`src/rtl/shed_seq.sv`:
```
module shed_seq #(
  parameter int DW = 8
) (
  input  logic          clk,
  input  logic          rst,
  input  logic          go,
  input  logic [DW-1:0] ton,
  input  logic [DW-1:0] toff,
  output logic          smp,
  output logic          hld,
  output logic          pchg,
  output logic          evl,
  output logic          done,
  output logic          busy
);
  localparam int CW = DW + 3;

  logic [DW-1:0] on_q, off_q, lead_q;
  logic [CW-1:0] cnt;
  logic          run, pend;

  logic [CW-1:0] a_w, h_w, e_w, d_w, t_w, p_w, lim_w;
  logic          can_go, launch;

  assign a_w   = CW'(on_q) + CW'(1);
  assign h_w   = a_w - CW'(lead_q);
  assign e_w   = h_w + a_w - CW'(lead_q);
  assign d_w   = e_w + CW'(on_q);
  assign t_w   = d_w + CW'(1);
  assign p_w   = (CW'(on_q) + CW'(off_q)) << 1;
  assign lim_w = (t_w > p_w) ? t_w : p_w;

  assign can_go = !run || (cnt == lim_w - CW'(1));
  assign launch = (go || pend) && can_go;

  always_ff @(posedge clk) begin
    if (rst) begin
      run    <= 1'b0;
      pend   <= 1'b0;
      cnt    <= '0;
      on_q   <= '0;
      off_q  <= '0;
      lead_q <= '0;
    end else if (launch) begin
      run    <= 1'b1;
      pend   <= 1'b0;
      cnt    <= '0;
      on_q   <= ton;
      off_q  <= toff;
      lead_q <= (ton > toff) ? ton - toff : '0;
    end else begin
      if (go) pend <= 1'b1;
      if (run) begin
        if (cnt == lim_w - CW'(1)) run <= 1'b0;
        else cnt <= cnt + CW'(1);
      end
    end
  end

  assign smp  = run && (cnt < a_w);
  assign hld  = run && (cnt >= h_w) && (cnt < h_w + a_w);
  assign pchg = run && (cnt >= h_w) && (cnt < e_w);
  assign evl  = run && (cnt >= e_w) && (cnt < t_w);
  assign done = run && (cnt == d_w);
  assign busy = run && (cnt < t_w);
endmodule


```
`config.mk`:
```
export PLATFORM = sky130hd
export DESIGN_NAME = shed_seq
export DESIGN_NICKNAME = d
export VERILOG_FILES = /design/src/rtl/shed_seq.sv
export SDC_FILE = /design/constraint.sdc
export NUM_CORES = 1
export LEC_CHECK = 0
export ABC_AREA = 1
export CORE_MARGIN = 5
export CORE_UTILIZATION = 40
export DETAILED_ROUTE_END_ITERATION = 10
export PLACE_DENSITY = 0.57
export SETUP_SLACK_MARGIN = 0.15
export SLEW_MARGIN = 15
export SYNTH_ARGS = -nofsm -noshare
export SYNTH_HDL_FRONTEND = slang
export SYNTH_SLANG_ARGS = --single-unit
```
`constraint.sdc`:
```
create_clock -name clk -period 7.45 [get_ports clk]
set_input_delay 1.49 -clock clk [delete_from_list [all_inputs] [get_ports clk]]
set_output_delay 1.49 -clock clk [all_outputs]
set_load 0.005 [all_outputs]
```
Word-level counts from Yosys, hierarchy flattened
Cells that the tools add are included.
Storage, ports and cells
  register bits after elaboration: 37
  bits of input ports: 19
  word-level logic and storage cells: 46
Cells by class
  add/subtract/negate cells: 10
  magnitude comparators: 8
  equality and inequality tests: 2
  mux-type cells: 5
  bitwise operators: 1
  reductions and logical operators: 14
Operators with widths (number)
  11-bit < comparator: 3
  11-bit by 1-bit adder with 11-bit output, second input constant: 2
  11-bit == test: 2
  11-bit greater-or-equal comparator: 2
  10-bit by 10-bit adder with 11-bit output: 1
  11-bit by 8-bit adder with 11-bit output: 1
  11-bit by 10-bit greater-than comparator with 1-bit output: 1
  11-bit by 9-bit < comparator with 1-bit output: 1
  11-bit two-way mux: 1
  11-bit by 1-bit subtractor with 11-bit output, second input constant: 1
  11-bit by 8-bit subtractor with 11-bit output: 1
  9-bit by 8-bit subtractor with 10-bit output: 1
  8-bit by 1-bit adder with 9-bit output, second input constant: 1
  8-bit by 8-bit adder with 9-bit output: 1
  1-bit logical AND: 9
  8-bit greater-than comparator: 1
  8-bit two-way mux: 1
  8-bit subtractor: 1
  1-bit two-way mux: 3
  1-bit logical OR: 2
  2-bit AND reduction: 1
  2-bit OR reduction: 1
  1-bit zero test: 1
  1-bit NOT: 1

Longest topological paths before layout
  word-level depth: 13
  gate-level depth with buffers: 58

Worst setup path after synthesis
No wires, ideal clock.
  path type: flip-flop to flip-flop
  start point: register on_q[0]
  end point: register cnt[0]
  library setup time: 66 ps
  arrival time: 7621 ps
  data required time: 7384 ps
  slack: -237 ps
  stages on the path, launching flop included: 56
  path buffers: 3
  cell sequence: dfxtp_1 ha_1 nand2_2 nor2_4 xor2_1 inv_1 ha_1 nand2_1 inv_1 nand2_1 nand3_1 xor2_1 ha_1 nand2_1 nand2_1 a31o_2 xor2_1 inv_1 (+20 left out) a41o_1 nand3_4 buf_6 nand2_1 o21ai_2 ha_1 xnor2_1 a21oi_1 nand3_1 nor2_1 nand2_1 nor2_1 nand3_2 nand2_2 buf_6 buf_6 nand2_1 a21oi_2
On the way
  word-level cells in the longest chain between the ends: 13
  elaborated cells on any way between the ends: 16
Ends and longest elaborated chain
  from (decl): line 18  | logic [DW-1:0] on_q, off_q, lead_q;
  from (signal assigned): line 48  | on_q <= ton;
  8-bit by 1-bit adder with 9-bit output: line 25  | assign a_w = CW'(on_q) + CW'(1);
  9-bit by 8-bit subtractor with 10-bit output: line 26  | assign h_w = a_w - CW'(lead_q);
  10-bit by 10-bit adder with 11-bit output: line 27  | assign e_w = h_w + a_w - CW'(lead_q);
  11-bit by 8-bit subtractor with 11-bit output: line 27
  11-bit by 8-bit adder with 11-bit output: line 28  | assign d_w = e_w + CW'(on_q);
  11-bit by 1-bit adder with 11-bit output: line 29  | assign t_w = d_w + CW'(1);
  11-bit by 10-bit greater-than comparator with 1-bit output: line 31  | assign lim_w = (t_w > p_w) ? t_w : p_w;
  11-bit two-way mux (*): line 31
  11-bit by 1-bit subtractor with 11-bit output (*): line 33, 54
  11-bit == test (*): line 33, 54
  1-bit logical OR: line 33  | assign can_go = !run || (cnt == lim_w - CW'(1));
  1-bit logical AND: line 34  | assign launch = (go || pend) && can_go;
  2-bit OR reduction (no source line)
  to (signal assigned): line 55  | else cnt <= cnt + CW'(1);
  to (decl): line 19  | logic [CW-1:0] cnt;
Mark *: on every way between the ends. The rest lies on a longest branch, timed or not.
A chain may end at the register's enable or synchronous reset.

Worst setup path in the final report
  start point: register on_q[0]
  end point: output port evl
On the way
  word-level cells in the longest chain between the ends: 8
  elaborated cells on any way between the ends: 10
Ends and longest elaborated chain
  8-bit by 1-bit adder with 9-bit output: line 25
  9-bit by 8-bit subtractor with 10-bit output: line 26
  10-bit by 10-bit adder with 11-bit output: line 27
  11-bit by 8-bit subtractor with 11-bit output: line 27
  11-bit by 8-bit adder with 11-bit output: line 28
  11-bit by 1-bit adder with 11-bit output: line 29
  11-bit < comparator: line 63  | assign evl = run && (cnt >= e_w) && (cnt < t_w);
  1-bit logical AND (*): line 63
  to (decl): line 12  | output logic evl,
Marks and branches as above.

==> results by group <==
Status
  – Status: complete, but fails checks
  – Failing checks: negative setup slack

Clock tree
  – Sink Count: 37
  – CTS tree: yes
  – CTS clock-pin slew for the worst setup and hold paths: 0.06 ns
  – CTS max path bufs: 2
  – Clock Latency Late Sink: 0.30 ns
  – Total CTS buffers: 5
  – CTS root buffer: clkbuf_16
  – H-Tree Depth: 2

Logic synthesis
  – Post-Syn Area: 6548 µm²
  – Register bit count reported by yosys: 37
  – Synthesized net count: 1146
  – Mean Syn Cell Area: 6.496 µm²
  – Ys flop type: dfxtp_1
  – Ys Warns: 0
  – Part of the Yosys area used for sequential elements: 11.31%
  – EDFF count, synth: 0
  – Netlist cell types: 53
  – Fraction of registers with async set or reset after synthesis: 0%
  – Cells after Synth: 1008

Setup path
  – Setup crit end kind: output pin
  – CP arrival: 6.24 ns
  – Crit Path Class: register to output pin
  – CP startpoint kind: register
  – Worst Path Required: 5.96 ns
  – Reg-to-reg setup timing slack: -0.20 ns
  – Critical Path Max Stage Delay: 0.37 ns
  – Crit Path Max Fanout: 4
  – Slowest-stage cell, CP: dfxtp_4
  – CP most frequent cell: ha_4

Timing
  – Hold Vio Cnt, Final: 0
  – Min Tclk post-route: 7.726 ns
  – Unrepaired setup endpoints after global routing: yes
  – Relative slew slack: 49.49%
  – Max frequency: 129.4 MHz
  – Layout Skew: 0.008116 ns
  – Tcrit/Tclk final: 103.7%
  – Endpoints failing setup: 39
  – Worst-Margin Slew: 0.7530 ns
  – Hold Slack: 0.4692 ns
  – Final Max Slew Viols: 0
  – Final setup margin: -0.2756 ns

GRT
  – Largest net degree at the start of global routing: 49
  – Vias in the first global route: 6811
  – Global route total overflow: 0
  – First-pass GRT wire length: 33510 µm
  – Total track usage: 22.11%
  – Initial antenna violation count: 0

Placement
  – RePlAce Congestion: 0.9462
  – Cell count after placement: 1399
  – Placed wire-length estimate: 16680 µm
  – Count of input and output buffers: 24

Routing
  – DRT Pass-1 Iters: 4
  – Initial drt markers: 301
  – Via count: 7298
  – Detail Route Antenna Nets: 0
  – DR vias/cell: 5.016
  – DRC errors left: 0
  – Routed wire length: 21330 µm
  – Wire per inst: 14.66 µm

Run
  – Max_cap viols: 0

Floorplanning
  – Row count: 46
  – Die ar.: 19030 µm²
  – Initial core utilization: 40.92%
  – Die Y-Extent: 137.9 µm
  – Die Wd: 137.9 µm
  – Ports: 25
  – CORE AREA: 16000 µm²

Finish
  – Antenna Cells: 0
  – Area Growth Syn to Fin: 53.20%
  – Ratio of cells with drive above 1 in the final layout: 38.58%
  – Final Net Count: 1376
  – Final Non-Filler Cells: 1455

Worst hold path
  – HP Class: register to register
[kinds of logic after synthesis]
group,share of synthesized area [%]
buffers and inverters,10.49
flip-flops,11.31
AND/OR/NAND/NOR,33.02
adder cells (fa/ha/maj),23.43
XOR/XNOR,7.319
AO/OA/AOI/OAI,14.43
[per-layer routing]
layer  GRT usage [%]  vias up  part of all wire (%)
li1                -     3806                     -
met1           30.93     3365                    47
met2           37.23      113                    48
met3           3.120       14                   3.9
met4           2.799        0                  0.85
met5               0        -                     0
[synthesized netlist by cell type, types with 3 or more instances]
cell       count  area share (%)
o21a_1         4            0.46
fa_1           6             1.8
a21o_1         7            0.80
inv_1        137             7.9
nor2_4         4            0.69
o21ai_0       18             1.4
a2111oi_0      3            0.40
a21oi_1       95             7.3
nand2_4        5            0.86
a211oi_1       3            0.34
or2_2          5            0.48
a31o_2         3            0.40
o21bai_1      10             1.1
nor3_1         6            0.46
buf_2          3            0.23
nand3_1       97             7.4
nor2_2         6            0.57
nor2_1        74             4.2
dfxtp_1       37              11
clkbuf_1       9            0.52
o211ai_1       3            0.34
xor2_1        36             4.8
inv_2          8            0.46
nand3b_1      16             1.8
nor4_1         4            0.38
xnor2_1       15             2.0
ha_1         113              22
nand4_1        9            0.86
clkinv_1       3            0.17
nand2_1      219              13
nand3_2        5            0.76
buf_6          6             1.0
nand2_2       13             1.2
[sequential cells by signal, indices dropped and copies added, names as in the netlist]
| signal | cells |
|---|---|
| cnt | 11 |
| lead_q | 8 |
| off_q | 8 |
| on_q | 8 |
| pend | 1 |
| run | 1 |
[layout make-up]
class                   instances  area, µm²
clock buffers                   5      125.1
clock inverters                 3      21.27
fillers                      1462       5969
inverters                     148      558.0
multi-input cells             802       6247
flip-flops and latches         37      749.5
well taps                     216      270.3
repair buffers                244       2059
[per-stage QoR]
step / setup TNS, ns / util (%) / setup slack [ns] / instance area, µm²
final: -6.089 / 62.69 / -0.2756 / 10030
after global routing: -21.77 / 62.69 / -0.6413 / 10030
after CTS: -8.358 / 56.58 / -0.2737 / 9054
after detailed placement: -29.04 / 52.46 / -0.9239 / 8393
after global placement: -28.64 / 52.46 / -0.9171 / 8393
after floorplan: 0 / - / 0.1503 / 6685
[layout by cell type, fill, tap and decap left out, drive strengths merged, types with 6 or more instances in the layout]
cell type,synthesis,layout
a21o,7,7
a21oi,96,96
buf,12,220
clkbuf,9,9
clkdlybuf4s50,0,20
dfxtp,37,37
fa,6,6
ha,113,113
inv,145,146
nand2,237,237
nand3,103,103
nand3b,16,16
nand4,9,9
nor2,84,84
nor3,6,6
o21ai,21,21
o21bai,10,10
or2,6,6
xnor2,16,16
xor2,37,37
[path summary, 6_finish.rpt]
check / end / startpoint / cells after the start
hold / removal: lead_q[4] / lead_q[4] / 2
hold reg to reg: lead_q[4] / lead_q[4] / 2
setup reg to reg: cnt[0] / on_q[0] / 51
setup / recovery: evl / on_q[0] / 44
[worst max-delay path: cells and delay by family (launching register included)]
family	cells	cell delay [ns]
flip-flops	1	0.37
AO/OA/AOI/OAI	7	0.99
adder cells (fa/ha/maj)	6	1.43
XOR/XNOR	4	0.76
AND/OR/NAND/NOR	18	1.56
buffers and inverters	9	0.80
[what timing repair did]
item	4_1_cts	5_1_grt
pin swaps	47	88
endpoints found under the hold margin	0	0
buffers inserted	27	16
setup endpoints to repair	41	41
cloned	1	4
hold buffers	0	0
resized for setup	83	171
Power is left out: the tool's default activity adds up to more than one toggle a clock period on the data nets, which glitch-free logic cannot reach.
